### src/rtl/serin8_pkg.sv
package serin8_pkg;

  localparam int unsigned DATA_W = 8;
  localparam logic [4:0]  CRC_TAPS = 5'h15;

  function automatic logic [4:0] crc5_of(input logic [DATA_W-1:0] d);
    logic [4:0] c;
    logic       fb;
    c = '0;
    for (int i = DATA_W - 1; i >= 0; i--) begin
      fb = c[4] ^ d[i];
      c  = {c[3:0], 1'b0};
      if (fb) c = c ^ CRC_TAPS;
    end
    return c;
  endfunction

  function automatic logic [7:0] status_of(input logic [DATA_W-1:0] d,
                                           input logic ot, input logic uva,
                                           input logic uvw);
    return {crc5_of(d), ~uva, ot, ~uvw};
  endfunction

endpackage

### src/rtl/serin8_sync.sv
module serin8_sync #(
  parameter int unsigned W = 1,
  parameter logic [W-1:0] RST_VAL = '0
) (
  input  logic         clk,
  input  logic         rst_n,
  input  logic [W-1:0] d,
  output logic [W-1:0] q
);
  logic [W-1:0] meta;

  always_ff @(posedge clk or negedge rst_n) begin
    if (!rst_n) begin
      meta <= RST_VAL;
      q    <= RST_VAL;
    end else begin
      meta <= d;
      q    <= meta;
    end
  end
endmodule

### src/rtl/serin8_dbnc_lane.sv
module serin8_dbnc_lane #(
  parameter int unsigned CW = 4
) (
  input  logic          clk,
  input  logic          rst_n,
  input  logic          raw,
  input  logic [CW-1:0] lim,
  output logic          filt
);
  logic [CW-1:0] cnt;
  logic          bypass;
  logic          differs;
  logic          ripe;

  assign bypass  = (lim == '0);
  assign differs = (raw != filt);
  assign ripe    = (cnt >= lim - CW'(1));

  always_ff @(posedge clk or negedge rst_n) begin
    if (!rst_n) begin
      filt <= 1'b0;
      cnt  <= '0;
    end else if (bypass) begin
      filt <= raw;
      cnt  <= '0;
    end else if (!differs) begin
      cnt  <= '0;
    end else if (ripe) begin
      filt <= raw;
      cnt  <= '0;
    end else begin
      cnt  <= cnt + CW'(1);
    end
  end

  // while the run of differing cycles is shorter than the limit, hold
  p_hold_short_r8: assert property (@(posedge clk) disable iff (!rst_n)
    (!bypass && (({1'b0, cnt} + 1'b1) < {1'b0, lim})) |=> $stable(filt));

  // without filtering the lane follows its input one cycle later
  p_bypass_r7: assert property (@(posedge clk) disable iff (!rst_n)
    bypass |=> (filt == $past(raw)));
endmodule

### src/rtl/serin8_frame.sv
module serin8_frame (
  input  logic       clk,
  input  logic       rst_n,
  input  logic       cs_n_s,
  input  logic       sclk_s,
  input  logic       sdi_s,
  input  logic       wide,
  input  logic [7:0] data,
  input  logic [7:0] status,
  output logic       sdo,
  output logic       load_ev,
  output logic       rise_ev,
  output logic       fall_ev
);
  logic        cs_prev;
  logic        sclk_prev;
  logic        sdi_cap;
  logic        wide_q;
  logic [15:0] sr;

  assign load_ev = cs_prev & ~cs_n_s;
  assign rise_ev = ~cs_n_s & ~sclk_prev & sclk_s;
  assign fall_ev = ~cs_n_s & sclk_prev & ~sclk_s & ~load_ev;

  always_ff @(posedge clk or negedge rst_n) begin
    if (!rst_n) begin
      cs_prev   <= 1'b1;
      sclk_prev <= 1'b0;
      sdi_cap   <= 1'b0;
      wide_q    <= 1'b0;
      sr        <= '0;
    end else begin
      cs_prev   <= cs_n_s;
      sclk_prev <= sclk_s;
      if (rise_ev) sdi_cap <= sdi_s;
      if (load_ev) begin
        wide_q <= wide;
        sr     <= wide ? {data, status} : {8'h00, data};
      end else if (fall_ev) begin
        sr <= {sr[14:0], sdi_cap};
      end
    end
  end

  assign sdo = cs_n_s ? 1'b0 : (wide_q ? sr[15] : sr[7]);

  // the shift register moves only on a load or a serial clock fall
  p_shift_only_r1: assert property (@(posedge clk) disable iff (!rst_n)
    !(load_ev || fall_ev) |=> $stable(sr));

  // the first bit after the snapshot is the captured data MSB
  p_load_msb_r5: assert property (@(posedge clk) disable iff (!rst_n)
    load_ev |=> (cs_n_s || (sdo == $past(data[7]))));
endmodule

### src/rtl/serin8_crc_top.sv
module serin8_crc_top #(
  parameter int unsigned DB_SHORT = 25,
  parameter int unsigned DB_MED   = 750,
  parameter int unsigned DB_LONG  = 3000
) (
  input  logic       clk,
  input  logic       rst_n,
  input  logic       sclk_i,
  input  logic       cs_n_i,
  input  logic       sdi_i,
  input  logic [7:0] din_i,
  input  logic       wide_i,
  input  logic       ot_i,
  input  logic       uv_alarm_i,
  input  logic       uv_warn_i,
  input  logic [1:0] dbsel_i,
  output logic       sdo_o,
  output logic       fault_o
);
  import serin8_pkg::*;

  localparam int unsigned CW  = $clog2(DB_LONG + 1);
  localparam int unsigned LVW = DATA_W + 6;

  logic [2:0]        spi_s;
  logic [LVW-1:0]    lvl_s;
  logic              cs_n_s, sclk_s, sdi_s;
  logic [DATA_W-1:0] din_s, din_f;
  logic              wide_s, ot_s, uva_s, uvw_s;
  logic [1:0]        dbsel_s;
  logic [CW-1:0]     lim;
  logic              load_ev, rise_ev, fall_ev;

  serin8_sync #(.W(3), .RST_VAL(3'b100)) u_spi_sync (
    .clk(clk), .rst_n(rst_n), .d({cs_n_i, sclk_i, sdi_i}), .q(spi_s));

  serin8_sync #(.W(LVW), .RST_VAL('0)) u_lvl_sync (
    .clk(clk), .rst_n(rst_n),
    .d({din_i, wide_i, ot_i, uv_alarm_i, uv_warn_i, dbsel_i}), .q(lvl_s));

  assign {cs_n_s, sclk_s, sdi_s} = spi_s;
  assign {din_s, wide_s, ot_s, uva_s, uvw_s, dbsel_s} = lvl_s;

  always_comb begin
    unique case (dbsel_s)
      2'b00:   lim = '0;
      2'b01:   lim = CW'(DB_SHORT);
      2'b10:   lim = CW'(DB_MED);
      default: lim = CW'(DB_LONG);
    endcase
  end

  for (genvar g = 0; g < DATA_W; g++) begin : g_lane
    serin8_dbnc_lane #(.CW(CW)) u_lane (
      .clk(clk), .rst_n(rst_n), .raw(din_s[g]), .lim(lim), .filt(din_f[g]));
  end

  serin8_frame u_frame (
    .clk(clk), .rst_n(rst_n), .cs_n_s(cs_n_s), .sclk_s(sclk_s), .sdi_s(sdi_s),
    .wide(wide_s), .data(din_f), .status(status_of(din_f, ot_s, uva_s, uvw_s)),
    .sdo(sdo_o), .load_ev(load_ev), .rise_ev(rise_ev), .fall_ev(fall_ev));

  always_ff @(posedge clk or negedge rst_n) begin
    if (!rst_n) fault_o <= 1'b0;
    else        fault_o <= ot_s | uva_s;
  end

  // fault follows the synchronized alarm flags one cycle later
  p_fault_r9: assert property (@(posedge clk) disable iff (!rst_n)
    1'b1 |=> (fault_o == $past(ot_s | uva_s)));

  // a serial clock rise and fall never coincide with a snapshot
  p_edge_excl_r1: assert property (@(posedge clk) disable iff (!rst_n)
    $onehot0({load_ev, rise_ev, fall_ev}));
endmodule

### config.mk
export PLATFORM = sky130hd
export DESIGN_NAME = serin8_crc_top
export DESIGN_NICKNAME = d
export VERILOG_FILES = /design/src/rtl/serin8_pkg.sv /design/src/rtl/serin8_sync.sv /design/src/rtl/serin8_dbnc_lane.sv /design/src/rtl/serin8_frame.sv /design/src/rtl/serin8_crc_top.sv
export SDC_FILE = /design/constraint.sdc
export NUM_CORES = 1
export LEC_CHECK = 0
export ABC_AREA = 1
export BUFFER_PORTS_ARGS = -buffer_cell sky130_fd_sc_hd__buf_2
export CORE_MARGIN = 1
export CORE_UTILIZATION = 64
export CTS_CLUSTER_SIZE = 25
export DETAILED_ROUTE_END_ITERATION = 7
export PLACE_DENSITY = 0.83
export SYNTH_ARGS = -nofsm -noshare
export SYNTH_HDL_FRONTEND = slang
export SYNTH_SLANG_ARGS = --single-unit
### constraint.sdc
create_clock -name clk -period 3 [get_ports clk]
set_clock_uncertainty 0.05 [all_clocks]
set_input_delay 0.3 -clock clk [delete_from_list [all_inputs] [get_ports clk]]
set_output_delay 0.3 -clock clk [all_outputs]
set_load 0.005 [all_outputs]
# --- Word level (Yosys, flattened, before mapping) ---
# Index checks and enable logic that the tools add are counted.
word_totals:
  reg_bits: 159
  latchBits: 0
  ramBits: 0
  romBits: 0
  input_bits: 19
  out_inout_bits: 2
  word_cells: 169
  n_memories: 0
op_classes:
  addsub: 9
  multipliers: 0
  div: 0
  n_lt_le_gt_ge: 8
  n_eq_ne: 10
  shift: 0
  muxes: 62
  bitwise_logic: 27
  n_reduce_logical: 27
ops:
  columns: ["operator", "count"]
  rows:
  - ["$mux W12", 24]
  - ["$add A12 B1 Y12 const B", 8]
  - ["$ge A12 B12 Y1", 8]
  - ["$mux W16", 3]
  - ["$mux W5", 8]
  - ["$pmux W12 S3", 1]
  - ["$reduce_bool A2 Y1", 17]
  - ["$mux W1", 26]
  - ["$not A3 Y3", 7]
  - ["$reduce_and A2 Y1", 8]
  - ["$logic_not A12 Y1", 1]
  - ["$sub A12 B1 Y12 const B", 1]
  - ["$ne A1 B1 Y1", 8]
  - ["$xor A1 B1 Y1", 7]
  - ["$and A1 B1 Y1", 6]
  - ["$not A1 Y1", 6]
  - ["$eq A2 B1 Y1 const B", 1]
  - ["$eq A2 B2 Y1 const B", 1]
  - ["$logic_not A2 Y1", 1]
  - ["$or A1 B1 Y1", 1]

# --- Longest topological paths before layout ---
logic_depth:
  word_depth: 17
  mapped_depth: 19
  mapped_depth_nobuf: 18

# --- Cells and area by module ---
# Synthesis repeated with hierarchy kept, for this count alone.
hier_totals:
  cells_unflattened: 1490
  hier_area_um2: 12066.6
modules_own_cells:
  columns: ["module", "n_inst", "cells_each", "area_each_um2"]
  rows:
  - ["serin8_dbnc_lane at g_lane[1].u_lane ...", 6, 154, 1198.6]
  - ["serin8_dbnc_lane at g_lane[0].u_lane ...", 2, 155, 1198.6]
  - ["serin8_frame", 1, 154, 1206.2]
  - ["serin8_sync at u_lvl_sync", 1, 28, 700.7]
  - ["serin8_crc_top", 1, 68, 417.9]
  - ["serin8_sync at u_spi_sync", 1, 6, 152.6]

# --- Worst setup path after synthesis ---
# No wires, ideal clock.
synth_timing:
  path_kind: "register to register"
  startpoint: "register u_lvl_sync.q[0]"
  endpoint: "register g_lane[6].u_lane.cnt[11]"
  setup_ns: 0.137
  t_arrival_ns: 2.551
  slack_ns: 0.262
  stages_incl_launch_ff: 14
  path_cell_list: "dfrtp_1 > ha_1 > buf_6 > inv_1 > ha_1 > inv_1 > a21oi_1 > o31ai_1 > nand3_1 > nand4_1 > nor2_1 > inv_2 > buf_2 > nor3_1"
synth_between:
  elab_chain_len: 7
  word_cells_on_any_way: 10
  cone_classes: "add/sub (1); order compare (1); eq/ne (2); mux (4); reduce/logical (2)"
synth_rtl:
  columns: ["element", "line_no", "text"]
  rows:
  - ["start: declaration", "serin8_sync.sv:8", "output logic [W-1:0] q"]
  - ["start signal: assignment", "serin8_sync.sv:18", "q <= meta;"]
  - ["$eq A2 B2 Y1, or another cell as far along", "serin8_crc_top.sv:45", "unique case (dbsel_s)"]
  - ["$pmux W12 S3 *", "serin8_crc_top.sv:45", null]
  - ["$sub A12 B1 Y12", "serin8_dbnc_lane.sv:17", "assign ripe = (cnt >= lim - CW'(1));"]
  - ["$ge A12 B12 Y1", "serin8_dbnc_lane.sv:17", null]
  - ["$mux W12", "serin8_dbnc_lane.sv:28", "end else if (ripe) begin"]
  - ["$mux W12", "serin8_dbnc_lane.sv:26", "end else if (!differs) begin"]
  - ["$mux W12 *", "serin8_dbnc_lane.sv:23", "end else if (bypass) begin"]
  - ["end signal: assignment", "serin8_dbnc_lane.sv:32", "cnt <= cnt + CW'(1);"]
  - ["end: declaration", "serin8_dbnc_lane.sv:10", "logic [CW-1:0] cnt;"]
# Every way passes the cells marked *; elsewhere a longest branch is shown, timed or not.
# A chain may end at the register's enable or synchronous reset.

# --- Final worst setup path ---
layout_timing:
  startpoint: "register u_lvl_sync.q[1]"
  endpoint: "register g_lane[1].u_lane.filt"
layout_between:
  elab_chain_len: 6
  word_cells_on_any_way: 11
  cone_classes: "add/sub (1); order compare (1); eq/ne (2); mux (2); reduce/logical (5)"
layout_rtl:
  columns: ["element", "line_no", "text"]
  rows:
  - ["$eq A2 B2 Y1, or another cell as far along", "serin8_crc_top.sv:45", null]
  - ["$pmux W12 S3 *", "serin8_crc_top.sv:45", null]
  - ["$sub A12 B1 Y12", "serin8_dbnc_lane.sv:17", null]
  - ["$ge A12 B12 Y1", "serin8_dbnc_lane.sv:17", null]
  - ["$reduce_bool A2 Y1 (no line)", null, null]
  - ["$reduce_and A2 Y1 (no line)", null, null]
  - ["end signal: assignment", "serin8_dbnc_lane.sv:24", "filt <= raw;"]
  - ["end signal: assignment", "serin8_dbnc_lane.sv:29", "filt <= raw;"]
  - ["end: declaration", "serin8_dbnc_lane.sv:8", "output logic filt"]
# Marked as above.

==> impl_results.md <==
- Die Span X: 124 microns
- Initial core utilization: 0.657
- Diode count: 0
- PwrDens: 518 nW/um^2
- Vias in the first global route: 7141
- Final core utilization: 0.730
- Number of buffers created by CTS: 17
- Number of synthesized register bits: 159
- 1st-iter DRT viols: 525
- Combinational share of power: 0.165
- Full die area: 15400 sq um
- Post-synth top area cell: dfrtp_1
- Max Cap Violations: 0
- Arrival time at the worst endpoint: 3.01 ns
- Min Clock Period, post-route: 2.74 ns
- Min Hold Slack: 0.302 ns
- Final period utilization: 0.912
- Top-area cell type share of the netlist area: 0.409
- Status: finished clean
- Library cells used by synthesis: 44
- Critical Path Fanout Max: 18
- Row count: 44
- DP Worst Slack: 0.285 ns
- Sequential Power Share: 0.437
- Placer Congestion: 0.848
- GR Util All Layers: 0.287
- Grt met3 use: 0.0600
- Fin. max-slew vios: 0
- Routed WL: 20100 microns
- Vias: 7471
- Setup violators final: 0
- Commonest non-fill, non-tap cell in the layout: nand2_1
- Int Pwr: 3730 uW
- First-pass GRT wire length: 33900 microns
- CTS Sinks: 159
- Layout cells sized above 1: 0.132
- 1st-pass router iterations: 5
- PnR worst setup slack: 0.264 ns
- Sw Ratio: 0.321
- Finished Layout Cells: 1314
- Syn Area/Cell: 8.91 sq um
- DP Cell Count: 1264
- Maximum vdd ir drop: 0.446 mV
- Leak: 0.00487 uW
- Syn Std Cell Area: 9550 sq um
- # IOs: 21
- Area contributors post-synth: dfrtp_1 (41%), ha_1 (13%), nand2_1 (7.3%)
- Post-Syn Nets: 1192
- CTS tree: yes
- Insertion delay to the later sink of the worst-skew pair: 0.45 ns
- Net switching power figure: 1770 uW
- Met2 usage: 0.467
- DRC: 0
- Largest net degree at the start of global routing: 75
- Clk pin slew, worst setup/hold paths: 0.07 ns
- Syn. warnings: 0
- Worst setup EP type: flop
- Initial antenna violation count: 0
- Clock buffer depth: 2
- RSZ-0062 raised after global routing: no
- Least-Margin Pin Slew: 1.03 ns
- Fin nets: 1237
- Crit path kind: flop to flop
- Clock power share: 0.397
- WP data required: 3.28 ns
- Kind of start point of the critical path: flop
- Number of H-tree levels: 4
- DR vias/cell: 5.69
- Met1 Use GR: 0.380
- Die Span Y: 124 microns
- Core area: 14500 sq um
- Global route total overflow: 0
- Synth-to-layout area growth: 11.1%
- Total Neg Setup Slack: 0 ns
- Clock root buffer master: clkbuf_16
- DP HPWL: 14100 microns
- Sequential area share after synthesis: 0.417
- Worst hold path class: flop to flop
- Post-DR wirelength/cell: 15.3 microns
- Worst rel slew slack: 0.310
- Remaining antenna violation count: 0
- Most used routing layer: met2
- Commonest cells after routing, fill and taps aside: nand2_1 (186), dfrtp_1 (156), inv_1 (113), ha_1 (101), nor2_1 (96)
- Final hold violations: 0
- Maximum clock rate: 366 MHz
- Gate Count Post-Synth: 1072
- Port Buf Inserts: 20
## final timing paths
path | endpoint | cells past startpoint | start | slack, ns
max in group asynchronous | u_frame.cs_prev | 3 | rst_n | 1.76
worst max-delay path | g_lane[1].u_lane.filt | 12 | u_lvl_sync.q[1] | 0.26
worst max register to register | g_lane[1].u_lane.filt | 12 | u_lvl_sync.q[1] | 0.26
worst min-delay path | u_lvl_sync.q[4] | 0 | u_lvl_sync.meta[4] | 0.30
min in group asynchronous | g_lane[3].u_lane.cnt[7] | 2 | rst_n | 0.33
worst min register to register | u_lvl_sync.q[4] | 0 | u_lvl_sync.meta[4] | 0.30
## flip-flops by register name, summed over array words and instances (netlist names)
register / flops
g_lane.u_lane.cnt: 96
u_frame.sr: 16
u_lvl_sync.meta: 14
u_lvl_sync.q: 14
g_lane.u_lane.filt: 8
u_spi_sync.meta: 3
u_spi_sync.q: 3
fault_o: 1
u_frame.cs_prev: 1
u_frame.sclk_prev: 1
u_frame.sdi_cap: 1
u_frame.wide_q: 1
## final cells by class
type	instances	area, sq um
inverters	122	459
well taps	184	230
flip-flops and latches	159	3980
clock inverters	15	189
repair buffers	52	404
clock buffers	17	425
multi-input cells	765	4920
fillers	1087	3920
## cell usage after synthesis
cell	instances
xor2_2	1
xor2_1	28
a31oi_1	3
nand3_1	37
o21ai_1	3
buf_4	3
a21o_1	1
o21ai_0	49
nor4b_1	3
a211oi_2	1
clkbuf_1	10
buf_6	10
a21oi_1	53
inv_2	8
xnor2_1	33
o21a_1	1
nor2_1	96
nand2_2	9
a22oi_1	1
nor3b_2	2
nor3_1	32
nor3b_1	11
nand3b_1	1
dfrtp_1	156
nand3_2	6
inv_1	113
nand2_1	186
buf_2	3
nor2_2	7
nor4_2	4
o22ai_1	9
o211ai_1	4
dfstp_2	3
o21bai_1	3
nor3_2	39
clkinv_2	1
or2_2	1
nand4_1	20
o21ai_2	1
o31ai_1	4
a211oi_1	9
ha_1	101
nor4_1	3
or2_1	3
## cell families after synthesis
family          synth area share
compound gates            0.0832
xor+xnor                  0.0576
fa+ha+maj                  0.132
buf+inv                   0.0677
flops                      0.417
simple gates               0.242
## through the flow
step / total power, uW / cell area [sq um]
finish: 5500 / 10600
global route: 5760 / 10600
CTS: 5520 / 10600
detailed placement: 3310 / 9820
global placement: 3270 / 9820
floorplan: 3060 / 9550
## per-layer routing
metal  routed length, microns  share of wire  vias up
li1                         -              -     3665
met1                     9200           0.46     3611
met2                     9750           0.49      160
met3                      724          0.036       35
met4                      405          0.020        0
met5                        0              0        -
## critical path: stages, from the launching register on
cell and delay (ns):
dfrtp_1 0.38, inv_1 0.09, ha_1 0.42, buf_4 0.32, ha_1 0.30, nand2_1 0.10
nor2_1 0.05, a211oi_1 0.22, nand4_1 0.15, nor2_1 0.20, inv_2 0.16, nand2_1 0.09
o21ai_0 0.08
## power by group through the flow
stage / Sequential [uW] / Clock [uW] / Combinational (uW)
after floorplan: 2390 / 0 / 673
after global placement: 2440 / 0 / 837
after detailed placement: 2440 / 0 / 863
after CTS: 2400 / 2210 / 905
after global routing: 2420 / 2310 / 1030
final: 2410 / 2190 / 908
## timing repair
action / in CTS / in global routing
resized for setup: 0 / 0
hold buffers: 18 / 0
endpoints found under the hold margin: 72 / 0
buffers inserted: 0 / 0
Power figures use the tool's default switching activity.
